<file path="config.mk">
export PLATFORM = sky130hd
export DESIGN_NAME = pt_walker
export DESIGN_NICKNAME = d
export VERILOG_FILES = /design/src/rtl/pt_walker_pkg.sv /design/src/rtl/ptw_addr_gen.sv /design/src/rtl/ptw_pte_check.sv /design/src/rtl/pt_walker.sv
export SDC_FILE = /design/constraint.sdc
export NUM_CORES = 1
export LEC_CHECK = 0
export BUFFER_PORTS_ARGS = -buffer_cell sky130_fd_sc_hd__buf_4
export CAP_MARGIN = 20
export CORE_MARGIN = 1.5
export CORE_UTILIZATION = 40
export CTS_CLUSTER_SIZE = 14
export DETAILED_ROUTE_END_ITERATION = 12
export GPL_TIMING_DRIVEN = 0
export PLACE_DENSITY_LB_ADDON = 0.2
export SYNTH_ARGS = -nofsm -noshare
export SYNTH_HDL_FRONTEND = slang
export SYNTH_SLANG_ARGS = --single-unit
export TNS_END_PERCENT = 100
</file>
<file path="constraint.sdc">
create_clock -name clk_i -period 2.8 [get_ports clk_i]
set_input_delay 0.7 -clock clk_i [delete_from_list [all_inputs] [get_ports clk_i]]
set_output_delay 0.7 -clock clk_i [all_outputs]
set_load 0.005 [all_outputs]
</file>
<file path="src/rtl/pt_walker_pkg.sv">
`timescale 1ns/1ps
package pt_walker_pkg;
  typedef enum logic [2:0] {
    FLT_NONE    = 3'd0,
    FLT_LEN     = 3'd1,
    FLT_DIR_INV = 3'd2,
    FLT_LEAF_INV = 3'd3,
    FLT_PERM    = 3'd4
  } fault_e;

  typedef enum logic [1:0] {
    ACC_RD  = 2'd0,
    ACC_WR  = 2'd1,
    ACC_EX  = 2'd2,
    ACC_RSV = 2'd3
  } acc_e;

  typedef enum logic [1:0] {
    S_IDLE = 2'd0,
    S_DIR  = 2'd1,
    S_LEAF = 2'd2,
    S_DONE = 2'd3
  } walk_state_e;

  localparam int PTE_BIT_V  = 0;
  localparam int PTE_BIT_R  = 1;
  localparam int PTE_BIT_WR = 2;
  localparam int PTE_BIT_X  = 3;
  localparam int PTE_FLAGS  = 4;
endpackage

</file>
<file path="src/rtl/ptw_addr_gen.sv">
`timescale 1ns/1ps
module ptw_addr_gen #(
  parameter int IDX_W = 10,
  parameter int FRM_W = 20,
  parameter int PA_W  = 32,
  parameter int ENT_LSB = 2,
  localparam int VPN_W = 2 * IDX_W,
  localparam int LVLS  = 2
) (
  input  logic             leaf_i,
  input  logic [FRM_W-1:0] base_frm_i,
  input  logic [FRM_W-1:0] tbl_frm_i,
  input  logic [VPN_W-1:0] vpn_i,
  input  logic [VPN_W:0]   len_i,
  output logic [PA_W-1:0]  addr_o,
  output logic             len_ok_o
);
  logic [IDX_W-1:0] lvl_idx [LVLS];

  // level 0 takes the upper index, level 1 the lower
  for (genvar l = 0; l < LVLS; l++) begin : g_lvl
    assign lvl_idx[l] = vpn_i[(LVLS-1-l)*IDX_W +: IDX_W];
  end

  always_comb begin
    if (leaf_i) addr_o = PA_W'({tbl_frm_i, lvl_idx[1], {ENT_LSB{1'b0}}});
    else        addr_o = PA_W'({base_frm_i, lvl_idx[0], {ENT_LSB{1'b0}}});
  end

  assign len_ok_o = {1'b0, vpn_i} < len_i;
endmodule

</file>
<file path="src/rtl/ptw_pte_check.sv">
`timescale 1ns/1ps
module ptw_pte_check
  import pt_walker_pkg::*;
#(
  parameter int PTE_W = 32,
  parameter int FRM_W = 20,
  parameter int ACC_W = 2
) (
  input  logic [PTE_W-1:0] pte_i,
  input  logic [ACC_W-1:0] acc_i,
  output logic             valid_o,
  output logic             perm_ok_o,
  output logic [FRM_W-1:0] frame_o
);
  logic unused_bits;
  acc_e acc_sel;

  assign unused_bits = ^pte_i[PTE_W-FRM_W-1:PTE_FLAGS];
  assign valid_o     = pte_i[PTE_BIT_V];
  assign frame_o     = pte_i[PTE_W-1 -: FRM_W];
  assign acc_sel     = acc_e'(acc_i);

  always_comb begin
    unique case (acc_sel)
      ACC_RD:  perm_ok_o = pte_i[PTE_BIT_R];
      ACC_WR:  perm_ok_o = pte_i[PTE_BIT_WR];
      ACC_EX:  perm_ok_o = pte_i[PTE_BIT_X];
      default: perm_ok_o = 1'b0;
    endcase
  end
endmodule

</file>
<file path="src/rtl/pt_walker.sv">
`timescale 1ns/1ps
module pt_walker
  import pt_walker_pkg::*;
#(
  parameter int VA_W  = 32,
  parameter int IDX_W = 10,
  parameter int OFF_W = 12,
  parameter int PTE_W = 32,
  parameter int ACC_W = 2,
  parameter int FLT_W = 3,
  localparam int FRM_W = VA_W - OFF_W,
  localparam int VPN_W = 2 * IDX_W,
  localparam int PA_W  = FRM_W + OFF_W,
  localparam int ENT_LSB = OFF_W - IDX_W
) (
  input  logic             clk_i,
  input  logic             rst_ni,
  input  logic             req_valid_i,
  output logic             req_ready_o,
  input  logic [VA_W-1:0]  req_vaddr_i,
  input  logic [ACC_W-1:0] req_acc_i,
  input  logic [FRM_W-1:0] ptbr_i,
  input  logic [VPN_W:0]   ptlr_i,
  output logic             mem_req_o,
  output logic [PA_W-1:0]  mem_addr_o,
  input  logic             mem_rvalid_i,
  input  logic [PTE_W-1:0] mem_rdata_i,
  output logic             done_o,
  output logic [PA_W-1:0]  pa_o,
  output logic [FLT_W-1:0] fault_o
);
  walk_state_e      state_q;
  logic [VA_W-1:0]  va_q;
  logic [ACC_W-1:0] acc_q;
  logic [FRM_W-1:0] base_q, tbl_q;
  logic [PA_W-1:0]  pa_q;
  logic [FLT_W-1:0] flt_q;
  logic [VPN_W-1:0] vpn_sel;
  logic             len_ok, pte_v, pte_perm;
  logic [FRM_W-1:0] pte_frm;

  // length check uses the incoming address while idle
  assign vpn_sel = (state_q == S_IDLE) ? req_vaddr_i[VA_W-1:OFF_W] : va_q[VA_W-1:OFF_W];

  ptw_addr_gen #(
    .IDX_W(IDX_W), .FRM_W(FRM_W), .PA_W(PA_W), .ENT_LSB(ENT_LSB)
  ) u_addr_gen (
    .leaf_i    (state_q == S_LEAF),
    .base_frm_i(base_q),
    .tbl_frm_i (tbl_q),
    .vpn_i     (vpn_sel),
    .len_i     (ptlr_i),
    .addr_o    (mem_addr_o),
    .len_ok_o  (len_ok)
  );

  ptw_pte_check #(
    .PTE_W(PTE_W), .FRM_W(FRM_W), .ACC_W(ACC_W)
  ) u_pte_check (
    .pte_i    (mem_rdata_i),
    .acc_i    (acc_q),
    .valid_o  (pte_v),
    .perm_ok_o(pte_perm),
    .frame_o  (pte_frm)
  );

  always_ff @(posedge clk_i or negedge rst_ni) begin
    if (!rst_ni) begin
      state_q <= S_IDLE;
      va_q    <= '0;
      acc_q   <= '0;
      base_q  <= '0;
      tbl_q   <= '0;
      pa_q    <= '0;
      flt_q   <= '0;
    end else begin
      unique case (state_q)
        S_IDLE: if (req_valid_i) begin
          va_q   <= req_vaddr_i;
          acc_q  <= req_acc_i;
          base_q <= ptbr_i;
          if (len_ok) state_q <= S_DIR;
          else begin
            flt_q   <= FLT_W'(FLT_LEN);
            pa_q    <= '0;
            state_q <= S_DONE;
          end
        end
        S_DIR: if (mem_rvalid_i) begin
          if (pte_v) begin
            tbl_q   <= pte_frm;
            state_q <= S_LEAF;
          end else begin
            flt_q   <= FLT_W'(FLT_DIR_INV);
            pa_q    <= '0;
            state_q <= S_DONE;
          end
        end
        S_LEAF: if (mem_rvalid_i) begin
          state_q <= S_DONE;
          if (!pte_v) begin
            flt_q <= FLT_W'(FLT_LEAF_INV);
            pa_q  <= '0;
          end else if (!pte_perm) begin
            flt_q <= FLT_W'(FLT_PERM);
            pa_q  <= '0;
          end else begin
            flt_q <= FLT_W'(FLT_NONE);
            pa_q  <= {pte_frm, va_q[OFF_W-1:0]};
          end
        end
        default: state_q <= S_IDLE;
      endcase
    end
  end

  assign req_ready_o = (state_q == S_IDLE);
  assign mem_req_o   = (state_q == S_DIR) || (state_q == S_LEAF);
  assign done_o      = (state_q == S_DONE);
  assign pa_o        = pa_q;
  assign fault_o     = flt_q;

  assert_busy_after_accept_R1: assert property (@(posedge clk_i) disable iff (!rst_ni)
    req_valid_i && req_ready_o |=> !req_ready_o);

  assert_len_fault_R2: assert property (@(posedge clk_i) disable iff (!rst_ni)
    req_valid_i && req_ready_o && ({1'b0, req_vaddr_i[VA_W-1:OFF_W]} >= ptlr_i)
    |=> done_o && fault_o == FLT_W'(FLT_LEN) && !mem_req_o);

  assert_req_hold_R5: assert property (@(posedge clk_i) disable iff (!rst_ni)
    mem_req_o && !mem_rvalid_i |=> mem_req_o && $stable(mem_addr_o));

  assert_fault_range_R8: assert property (@(posedge clk_i) disable iff (!rst_ni)
    done_o |-> fault_o <= FLT_W'(FLT_PERM));

  assert_done_pulse_R10: assert property (@(posedge clk_i) disable iff (!rst_ni)
    done_o |=> !done_o && req_ready_o);

  assert_idle_quiet_R11: assert property (@(posedge clk_i) disable iff (!rst_ni)
    req_ready_o |-> !mem_req_o && !done_o);
endmodule

</file>
==> results.md, run 1 <==
Layout:
- The sequential cell area is around 2800 um^2.
- For this run, the number of standard cells in the final layout without fillers is 1,132.
- The final standard cell area without fillers is around 10,000 um^2.
- Summing all multi-input logic gate instances after layout gives 4300 um^2.
- At the end of the flow the core is filled with cells to between 60% and 70%.
- Counting the fill cells in the layout gives ~1,400.
- The library cell used most frequently in the layout, excluding fill and tap cells, is sky130_fd_sc_hd__buf_4.
- The number of antenna diodes in the final layout is 0.
- Leaving out fill and tap cells, the most frequent cells in the layout are 198 x sky130_fd_sc_hd__buf_4, 111 x sky130_fd_sc_hd__dfrtp_1, 105 x sky130_fd_sc_hd__mux2_2.
- The proportion of layout cells with a drive suffix above 1 is between 50% and 60%.
- Compared with the post-synthesis result, the final layout area differs by 49.7%.
- The final net count is approximately 1,000.

Job:
- Across the run, the number of max-cap violations was 0.

Drt:
- The detailed-route wire length is about 23,000 um.
- After detailed routing, the met2 layer carries between 10,000 and 15,000 um of wire.
- The routed design uses between 1500 and 2000 um of met3 wire.
- The count of nets left with antenna violations after detail routing is 0.
- The detailed-route via count is around 6,600.
- The met1 layer wirelength in the final routing is between 9000 and 10,000 um.
- The highest layer used for signal routing is met4.
- In the final routed layout, each cell accounts on average for 20.1 um.
- The mean number of vias per cell is 5.81.
- For this run, design rule violations remaining after detail routing come to 0.
- The initial DRC count is approximately 650.
- The first-pass iteration count of the detailed router is 5.

Worst setup path:
- Along the worst path, the maximum fanout reaches 6.
- STA classifies the critical path startpoint as a flip-flop.
- The required time reported for the critical path endpoint is 3.09 ns.
- The critical path is of the reg -> reg type.
- STA puts the critical path data arrival time at between 3 and 4 ns.
- The worst setup path is captured at a flip-flop.

Synth:
- The share of synthesized area occupied by flip-flops and latches is 41.4%.
- During synthesis, Yosys emitted a total of 0 warnings.
- The cell count after synthesis is 678.
- The synthesized design contains between 100 and 150 register bits.
- The biggest area consumer among synthesized cells is sky130_fd_sc_hd__dfrtp_1.
- In this run the mean area of a mapped cell was 9.90 um^2.
- The number of different library cells in the post-synthesis netlist is 37.
- By area the synthesized netlist is led by sky130_fd_sc_hd__dfrtp_1 41%, sky130_fd_sc_hd__mux2_2 20%, sky130_fd_sc_hd__nor3_1 5.0%.
- After synthesis the cells add up to around 6700 um^2.
- The area share of the leading cell type in the synthesized netlist is 41.4%.

Timing:
- Measured against its own limit, the worst slew margin works out to 43.6%.
- In the post-route analysis, the smallest setup slack over all paths is -0.204 ns.
- The period utilization is 107%.
- Setup repair after global routing could not meet its margin everywhere.
- The count of pins over their slew limit was 0.
- The maximum clock frequency is 333 MHz.
- The transition at the pin with the smallest max-transition slack is 0.847 ns.
- Across the routed clock network, the largest skew measured is roughly 0.012 ns.
- The final period demand of the worst path is 3.00 ns.
- The count of endpoints failing hold in the final timing report was 0.
- Summed over all failing endpoints, the final setup total negative slack is -5.59 ns.
- Setup violations remaining at the end of the flow were counted as 37.

Worst hold path:
- The path class of the tightest hold or removal check is in -> async.

Global routing:
- The initial antenna violation count is 0.
- The via count of the first global-routing pass came to approximately 6,200.
- The wire length of the first global-routing pass is around 34,000 um.
- Entering global routing, the biggest net connects 64 pins.
- The total routing resource utilization after global routing is approximately a quarter.
- The sum of overflow across all layers after global routing is 0.

Clock tree:
- Clock tree synthesis found a total of ~110 sinks.
- The cell at the root of the clock tree is sky130_fd_sc_hd__clkbuf_16.
- In this run the deepest clock path goes through 2 buffers.
- The clock tree from TritonCTS is yes.
- At the later pin of the worst-skew pair, clock insertion delay measures roughly 0.36 ns.
- In this run, CTS created clock tree buffers numbering 9.
- The clock slew at the register clock pins of the worst setup and hold paths is roughly 0.09 ns.
- The H-tree depth is 3.

Placement:
- Once placement finished, the instance area stood at around 8500 um^2.
- Routability-driven placement finished with a final weighted congestion of around 0.83.
- In this run, placement finished with an instance count of about 1,100.
- The HPWL after detailed placement is 14,500 um.
- Buffers placed on the I/O ports in this run total between 150 and 200.

Floorplan:
- The floorplan step set the die height to ~130 um.
- The number of cell rows is between 40 and 50.
- The I/O pin count is roughly 180.
- The initial core utilization is ~40%.
- The die covers about 18,000 um^2.
- The die span in x is 133 um.
- The total area inside the core boundary comes to 16,500 um^2.

Power and ir drop:
- The static leakage is between 4 and 5 nW.
- The design draws between 10 and 15 mW.
- Across the VDD grid, the largest voltage drop is slightly below 0.6 mV.
- The total power divided by cell area is ~1100 nW/um^2.

Outcome:
- The checks that failed: negative setup slack.
- The run finished, with violations left.
-- cell usage after synthesis, drive strengths merged --
master,instances
a21oi,13
a221oi,35
inv,23
or3,2
nor2b,2
nand3b,1
o31ai,1
nand2,75
nand3,36
o41ai,1
nor3b,3
or4,35
and2,1
o21a,2
mux2,122
o21ai,39
nor3,67
dfrtp,111
conb,1
mux2i,2
a22o,1
o22ai,1
nand4,4
o21ba,1
nor2,4
clkbuf,41
nand4b,1
buf,23
a211oi,2
o211a,1
ha,24
a21o,2
or2,1
-- path summary, 6_finish.rpt --
check / start / to / slack (ns) / cells after the start
min: rst_ni / va_q[17] / 0.26 / 1
max in group asynchronous: rst_ni / pa_o[13] / 1.83 / 2
min reg2reg: base_q[16] / base_q[16] / 0.51 / 1
max reg2reg: state_q[1] / pa_o[14] / -0.20 / 14
min in group clk_i: base_q[16] / base_q[16] / 0.51 / 1
max: state_q[1] / pa_o[14] / -0.20 / 14
-- layer usage --
layer / vias up / GRT usage, %
met1: 3222 / 33.6
met4: 0 / 8.24
li1: 2968 / -
met2: 340 / 38.7
met3: 44 / 4.79
met5: - / 0
-- cells by family (layout without fill, tap and decap cells) --
family / count (synthesis) / in the layout / share of synthesized area (%)
AOI/OAI and AO/OA: 99 / 101 / 10.0
DFF: 111 / 111 / 41.4
other: 1 / 2 / 0.0559
buffers and inverters: 87 / 318 / 5.76
muxes: 124 / 124 / 20.8
adders and majority gates: 24 / 24 / 4.48
and+or+nand+nor: 232 / 232 / 17.5
-- flip-flops by register name (all words and copies together) (netlist names) --
name / flops
tbl_q: 20
acc_q: 2
fault_o: 3
state_q: 2
base_q: 20
va_q: 32
pa_o: 32
-- power breakdown --
| group | internal, mW | total (mW) | switching (mW) | leakage (nW) |
|---|---|---|---|---|
| sequential | 2.40 | 2.96 | 0.561 | 1.38 |
| clock | 0.645 | 1.31 | 0.666 | 0.141 |
| combinational | 3.54 | 6.73 | 3.19 | 3.00 |
-- layout make-up --
class / count / share of cell area (%)
clock buffer: 10 / 2.38
tap: 220 / 2.74
sequential: 111 / 27.7
multi-input combinational: 483 / 42.8
timing repair buffer: 215 / 17.5
buffer: 64 / 5.47
clock inverter: 6 / 0.536
inverter: 23 / 0.860
-- worst max-delay path, cell delays in order, from the launching register on --
cell                        delay [ns]
sky130_fd_sc_hd__dfrtp_1          0.40
sky130_fd_sc_hd__inv_2            0.09
sky130_fd_sc_hd__ha_4             0.15
sky130_fd_sc_hd__buf_12           0.14
sky130_fd_sc_hd__clkbuf_16        0.15
sky130_fd_sc_hd__mux2_4           0.32
sky130_fd_sc_hd__ha_4             0.25
sky130_fd_sc_hd__nand4_1          0.17
sky130_fd_sc_hd__buf_4            0.16
sky130_fd_sc_hd__nor2_4           0.04
sky130_fd_sc_hd__o211a_4          0.17
sky130_fd_sc_hd__buf_12           0.15
sky130_fd_sc_hd__buf_8            0.13
sky130_fd_sc_hd__or4_1            0.51
sky130_fd_sc_hd__nand3_1          0.09
-- through the flow --
stage	hold slack [ns]	setup WS, ns
3_3_place_gp	0.481	-0.734
4_1_cts	0.278	-0.188
2_1_floorplan	0.404	-0.00345
3_5_place_dp	0.490	-0.751
6_report	0.256	-0.204
5_1_grt	0.294	-0.280
-- what timing repair did --
item,in CTS,in global routing
endpoints found under the hold margin,0,0
setup endpoints to repair,65,57
pin swaps,36,28
setup buffers,20,16
cloned,10,0
hold buffers,0,0
resized for setup,109,95
Note: power is estimated with default switching activity, not from simulation.
==> run 2: changes to the inputs <==
- SETUP_SLACK_MARGIN: unset -> 0.3
==> results.md, run 2 (synthesis results as in run 1) <==
Outcome:
- Result of the run: finished, violations left (unchanged).
- Violations in the final reports: negative setup slack (unchanged).

Drt:
- The mean number of vias per cell is 5.60 (was 5.81).
- The detailed-route via count was 6,211 (was 6,574).
- The count of nets left with antenna violations after detail routing came to 0 (unchanged).
- The first-pass iteration count of the detailed router is 5 (unchanged).
- The average wire length per cell after detail routing came to 18.8 um (was 20.1 um).
- The detailed-route wire length was 20,900 um (was 22,800 um).
- The initial DRC count is 373 (was 649).
- The post-route DRC violation count is 0 (unchanged).

Power and ir drop:
- The net load switching power is 4.18 mW (was 4.42 mW).
- The total power divided by cell area is 1120 nW/um^2 (was 1100 nW/um^2).
- The static leakage is 4.34 nW (was 4.52 nW).
- The combinational share of power was 60.1% (was 61.2%).
- The cell internal power dissipation is 6.68 mW (was 6.58 mW).
- The switching share of power is 38.5% (was 40.2%).
- The sequential group share of total power was 27.5% (was 26.9%).
- The power share of the clock group is 12.5% (was 11.9%).
- The worst IR drop on VDD is 0.488 mV (was 0.584 mV).

Timing:
- The clock tree skew after final layout is 0.0121 ns (was 0.0120 ns).
- The final hold slack is 0.274 ns (was 0.256 ns).
- The count of endpoints failing hold in the final timing report came to 0 (unchanged).
- The worst slew margin relative to its limit came to 59.9% (was 43.6%).
- The final period demand of the worst path is 2.81 ns (was 3.00 ns).
- Unrepaired setup endpoints after global routing: yes (unchanged).
- The total setup violations reported at the end of the flow was 6 (was 37).
- The setup slack of the critical path after layout is -0.0141 ns (was -0.204 ns).
- The period utilization is 101% (was 107%).
- The count of pins over their slew limit is 0 (unchanged).
- The transition at the pin with the smallest max-transition slack came to 0.601 ns (was 0.847 ns).
- The maximum clock frequency came to 355 MHz (was 333 MHz).

Clock tree:
- The H-tree depth is 3 (unchanged).
- The clock tree from TritonCTS was yes (unchanged).
- The clock slew at the register clock pins of the worst setup and hold paths came to 0.08 ns (was 0.09 ns).
- The number of buffers added to fix hold violations after cts is 0 (unchanged).
- The number of buffers on the longest clock path is 2 (unchanged).
- The number of clock sinks seen by CTS is 111 (unchanged).
- The cell at the root of the clock tree is sky130_fd_sc_hd__clkbuf_16 (unchanged).
- The clock insertion delay at the later pin of the skew report came to 0.36 ns (about the same).
- The TritonCTS buffer count was 9 (unchanged).

Worst setup path:
- The nature of the critical path startpoint is a flip-flop (unchanged).
- The cell seen most often among critical-path stages is sky130_fd_sc_hd__ha_4.
- The sort of element at the end of the critical path is a flip-flop (unchanged).
- The type of the setup path with the least slack is reg -> reg (unchanged).
- The required time reported for the critical path endpoint is 3.10 ns (was 3.09 ns).
- The largest fanout on the critical path is 10 (was 6).
- Cell-by-cell trace of the critical path: inv_2 -> ha_4 -> buf_8 -> buf_12 -> mux2_4 -> ha_4 -> a21oi_2 -> o21ai_1 -> o211a_4 -> buf_6 -> or4_1 -> nand3_2 (was inv_2 -> ha_4 -> buf_12 -> clkbuf_16 -> mux2_4 -> ha_4 -> nand4_1 -> buf_4 -> nor2_4 -> o211a_4 -> buf_12 -> buf_8 -> or4_1 -> nand3_1).
- The highest-delay cell along the critical path is sky130_fd_sc_hd__or4_1 (unchanged).
- The critical path's largest stage delay came to 0.54 ns (was 0.51 ns).
- The arrival time of data at the critical path endpoint was 3.11 ns (was 3.29 ns).

Floorplan:
- The initial core utilization is 40.7% (unchanged).
- The die height was 133 um (unchanged).
- The number of cell rows came to 47 (unchanged).
- The die outline area is 17,600 um^2 (unchanged).
- The die span in x is 133 um (unchanged).
- The I/O pin count is 181 (unchanged).
- The core area is 16,500 um^2 (unchanged).

Layout:
- The non-filler instance count after layout came to 1,109 (was 1,132).
- The number of antenna repair diodes is 0 (unchanged).
- The growth of design area from synthesis to finish was 45.0% (was 49.7%).
- The most common cell after layout, fill and taps aside is sky130_fd_sc_hd__buf_4 (unchanged).
- Highest-count cells in the layout ignoring fill and taps: 181 x sky130_fd_sc_hd__buf_4, 111 x sky130_fd_sc_hd__dfrtp_1, 92 x sky130_fd_sc_hd__mux2_2 (was 198 x sky130_fd_sc_hd__buf_4, 111 x sky130_fd_sc_hd__dfrtp_1, 105 x sky130_fd_sc_hd__mux2_2).
- The final standard cell area without fillers is 9730 um^2 (was 10,000 um^2).
- The proportion of layout cells with a drive suffix above 1 is 49.0% (was 53.8%).
- The final net count came to 1,019 (was 1,042).

Global routing:
- The via count of the first global-routing pass is 6,177 (was 6,248).
- The initial antenna violation count is 0 (unchanged).
- The total routing resource utilization after global routing is 23.8% (was 24.5%).
- The wire length of the first global-routing pass is 32,700 um (was 33,900 um).
- The largest net degree at the start of global routing came to 60 (was 64).
- The sum of overflow across all layers after global routing is 0 (unchanged).

Worst hold path:
- The type of the worst min-delay path is in -> async (unchanged).

Placement:
- The weighted congestion at the end of routability-driven global placement is 0.830 (was 0.831).
- The HPWL after detailed placement is 14,700 um (was 14,500 um).
- The pre-CTS setup slack is -0.530 ns (was -0.751 ns).
- The count of port buffers added during placement is 170 (unchanged).
- The total placed instance area is 8790 um^2 (was 8470 um^2).
- The instance count after placement with tap cells included is 1,070 (unchanged).

Job:
- The max-capacitance violation count is 0 (unchanged).
-- run 2: metal layers --
| metal | GRT usage [%] | share of wire, % | up-vias |
|---|---|---|---|
| li1 | - | - | 2921 |
| met1 | 32.3 | 45 | 3030 |
| met2 | 36.8 | 46 | 230 |
| met3 | 6.17 | 6.6 | 30 |
| met4 | 8.12 | 3.0 | 0 |
| met5 | 0 | 0 | - |
-- run 2: area by class of cell --
class	count	area [um^2]
fillers	1442	6740
multi-input cells	481	4120
flip-flops and latches	111	2780
repair buffers	194	1580
plain buffers	64	578
well taps	220	275
clock buffers	11	243
inverters	23	86.3
clock inverters	5	65.1
-- run 2: power by group through the flow --
stage | sequential (mW) | clock, mW | combinational (mW)
2_1_floorplan | 2.83 | 0 | 3.58
3_3_place_gp | 2.97 | 0 | 5.50
3_5_place_dp | 2.99 | 0 | 5.56
4_1_cts | 2.96 | 1.39 | 6.39
5_1_grt | 3.08 | 1.47 | 7.04
6_report | 2.98 | 1.35 | 6.52
-- run 2: what timing repair did --
action	4_1_cts	5_1_grt
resized for setup	89	25
cloned	6	0
buffers inserted	16	1
pin swaps	13	6
endpoints found under the setup margin	91	96
-- run 2: stage by stage --
stage	utilization [%]	power (mW)	setup TNS, ns
3_5_place_dp	53.4	8.55	-16.18
6_report	59.1	10.9	-0.0493
2_1_floorplan	-	6.41	0
3_3_place_gp	53.2	8.47	-16.20
4_1_cts	58.5	10.7	-0.0401
5_1_grt	59.1	11.6	-3.82
-- run 2: worst max-delay path, delay by kind of cell (launching register included) --
kind	cells	cell delay, ns
buffers and inverters	4	0.49
adders and majority gates	2	0.36
AOI/OAI and AO/OA	3	0.55
muxes	1	0.32
and+or+nand+nor	2	0.63
DFF	1	0.39
-- run 2: final timing paths --
check | to | cells after the start | startpoint | slack, ns
min reg2reg | base_q[16] | 1 | base_q[16] | 0.51
max in group asynchronous | va_q[10] | 2 | rst_ni | 1.83
min in group clk_i | base_q[16] | 1 | base_q[16] | 0.51
max reg2reg | pa_o[25] | 12 | state_q[0] | -0.01
min | va_q[25] | 1 | rst_ni | 0.27
max | pa_o[25] | 12 | state_q[0] | -0.01
==> run 3: changes to the inputs <==
- CTS_CLUSTER_SIZE: 14 -> 40
- SETUP_SLACK_MARGIN: 0.3 -> 0.5
==> results.md, run 3 (synthesis results as in run 1) <==
Outcome:
- Result of the run: finished, violations left (unchanged).
- Violations in the final reports: negative setup slack (unchanged).

Layout:
- The number of filler instances in the final layout is 1,437 (was 1,442).
- The most common cell after layout, fill and taps aside is sky130_fd_sc_hd__buf_4 (unchanged).
- The sequential cell area is 2780 um^2 (unchanged).
- The final standard cell area without fillers is 9740 um^2 (was 9730 um^2).
- The area taken by multi-input logic gates was 4130 um^2 (was 4120 um^2).
- The proportion of layout cells with a drive suffix above 1 is 49.4% (was 49.0%).
- Highest-count cells in the layout ignoring fill and taps: 181 x sky130_fd_sc_hd__buf_4, 111 x sky130_fd_sc_hd__dfrtp_1, 93 x sky130_fd_sc_hd__mux2_2 (was 181 x sky130_fd_sc_hd__buf_4, 111 x sky130_fd_sc_hd__dfrtp_1, 92 x sky130_fd_sc_hd__mux2_2).
- The growth of design area from synthesis to finish was 45.1% (was 45.0%).
- The non-filler instance count after layout was 1,109 (unchanged).
- The final net count is 1,019 (unchanged).
- The number of antenna repair diodes was 0 (unchanged).

Drt:
- The detailed-route via count came to 6,227 (was 6,211).
- The mean number of vias per cell was 5.61 (was 5.60).
- The first-pass iteration count of the detailed router is 5 (unchanged).
- The post-route DRC violation count came to 0 (unchanged).
- The average wire length per cell after detail routing is 18.8 um (about the same).
- The count of nets left with antenna violations after detail routing is 0 (unchanged).
- The detailed-route wire length is 20,900 um (about the same).
- The initial DRC count came to 377 (was 373).

Placement:
- The count of port buffers added during placement is 170 (unchanged).
- The instance count after placement with tap cells included is 1,070 (unchanged).
- The total placed instance area was 8790 um^2 (unchanged).
- The weighted congestion at the end of routability-driven global placement is 0.830 (unchanged).
- The HPWL after detailed placement came to 14,700 um (unchanged).

Worst setup path:
- The slack of the worst reg-to-reg path is -0.02 ns (was -0.01 ns).
- The arrival time of data at the critical path endpoint is 3.11 ns (about the same).
- The sort of element at the end of the critical path is a flip-flop (unchanged).
- The startpoint of the worst-slack reg-to-reg timing path is state_q[0] (unchanged).
- The endpoint of the worst register-to-register path is fault_o[0] (was pa_o[25]).
- The nature of the critical path startpoint was a flip-flop (unchanged).
- The type of the setup path with the least slack is reg -> reg (unchanged).
- The required time reported for the critical path endpoint is 3.09 ns (was 3.10 ns).
- The largest fanout on the critical path was 10 (unchanged).
- The worst reg-to-reg path cell count came to 12 (unchanged).

Clock tree:
- The H-tree depth came to 3 (unchanged).
- The number of clock sinks seen by CTS came to 111 (unchanged).
- The TritonCTS buffer count came to 9 (unchanged).
- The number of buffers on the longest clock path is 2 (unchanged).
- The clock insertion delay at the later pin of the skew report is 0.36 ns (about the same).
- The number of buffers added to fix hold violations after cts is 0 (unchanged).
- The clock tree from TritonCTS is yes (unchanged).
- The clock slew at the register clock pins of the worst setup and hold paths came to 0.08 ns (about the same).
- The cell at the root of the clock tree is sky130_fd_sc_hd__clkbuf_16 (unchanged).

Global routing:
- The via count of the first global-routing pass came to 6,181 (was 6,177).
- The wire length of the first global-routing pass was 32,800 um (was 32,700 um).
- The total routing resource utilization after global routing is 23.8% (about the same).
- The largest net degree at the start of global routing is 60 (unchanged).
- The sum of overflow across all layers after global routing is 0 (unchanged).
- The initial antenna violation count was 0 (unchanged).

Floorplan:
- The die span in x was 133 um (unchanged).
- The core area is 16,500 um^2 (unchanged).
- The initial core utilization is 40.7% (unchanged).
- The die outline area is 17,600 um^2 (unchanged).
- The I/O pin count came to 181 (unchanged).
- The number of cell rows is 47 (unchanged).
- The die height is 133 um (unchanged).

Timing:
- The transition at the pin with the smallest max-transition slack is 0.600 ns (was 0.601 ns).
- The period utilization is 101% (about the same).
- The worst slew margin relative to its limit is 60.0% (was 59.9%).
- Unrepaired setup endpoints after global routing: yes (unchanged).
- The clock tree skew after final layout came to 0.0124 ns (was 0.0121 ns).
- The final sum of negative setup slack is -0.0600 ns (was -0.0493 ns).
- The count of pins over their slew limit is 0 (unchanged).
- The setup slack of the critical path after layout came to -0.0168 ns (was -0.0141 ns).
- The final period demand of the worst path is 2.82 ns (was 2.81 ns).
- The total setup violations reported at the end of the flow is 6 (unchanged).
- The maximum clock frequency is 355 MHz (about the same).
- The count of endpoints failing hold in the final timing report came to 0 (unchanged).

Power and ir drop:
- The total power is 10.9 mW (about the same).
- The total power divided by cell area is 1120 nW/um^2 (about the same).
- The worst IR drop on VDD was 0.487 mV (was 0.488 mV).
- The static leakage is 4.34 nW (about the same).

Worst hold path:
- The type of the worst min-delay path is in -> async (unchanged).

Job:
- The max-capacitance violation count is 0 (unchanged).
## run 3: worst max path at each step
stage	to	cells past startpoint	slack, ns	from
floorplan	pa_o[10]	13	0.07	state_q[1]
global placement	pa_o[22]	13	-0.53	state_q[1]
detailed placement	pa_o[11]	13	-0.53	state_q[0]
CTS	pa_o[14]	12	-0.02	state_q[0]
global route	fault_o[0]	12	-0.14	state_q[0]
finish	fault_o[0]	12	-0.02	state_q[0]
## run 3: critical path, stage by stage (launching register included)
cell and delay (ns):
sky130_fd_sc_hd__dfrtp_1 0.39, sky130_fd_sc_hd__inv_2 0.08, sky130_fd_sc_hd__ha_4 0.14, sky130_fd_sc_hd__buf_8 0.12, sky130_fd_sc_hd__buf_12 0.14, sky130_fd_sc_hd__mux2_4 0.32
sky130_fd_sc_hd__ha_4 0.22, sky130_fd_sc_hd__a21oi_2 0.13, sky130_fd_sc_hd__o21ai_1 0.10, sky130_fd_sc_hd__o211a_4 0.32, sky130_fd_sc_hd__buf_6 0.16, sky130_fd_sc_hd__or4_1 0.51
sky130_fd_sc_hd__nand3_1 0.11
## run 3: through the flow
| step | hold slack [ns] | worst slack, ns | utilization (%) |
|---|---|---|---|
| detailed placement | 0.491 | -0.530 | 53.4 |
| CTS | 0.288 | -0.0189 | 58.5 |
| global route | 0.297 | -0.137 | 59.1 |
| finish | 0.278 | -0.0168 | 59.1 |
| global placement | 0.482 | -0.527 | 53.2 |
| floorplan | 0.404 | 0.0686 | - |
## run 3: final cells by class
type | instances | area share (%)
flip-flops and latches | 111 | 28.5
plain buffers | 64 | 5.96
clock buffers | 11 | 2.49
inverters | 23 | 0.887
multi-input cells | 481 | 42.4
well taps | 220 | 2.83
repair buffers | 194 | 16.2
clock inverters | 5 | 0.668
## run 3: timing repair
item | CTS | global route
pin swaps | 16 | 10
cloned | 6 | 0
setup endpoints to repair | 116 | 76
setup buffers | 16 | 1
resized for setup | 97 | 23
hold endpoints to repair | 0 | 0
## run 3: metal layers
layer / wire length, um / up-vias / GRT usage, %
met4: 569 / 0 / 8.36
met3: 1550 / 27 / 6.28
met2: 9510 / 245 / 36.9
li1: - / 2917 / -
met5: 0 / - / 0
met1: 9230 / 3038 / 32.3
## run 3: power breakdown
group,internal [mW],switching (mW)
sequential,2.40,0.574
clock,0.730,0.630
combinational,3.54,2.98
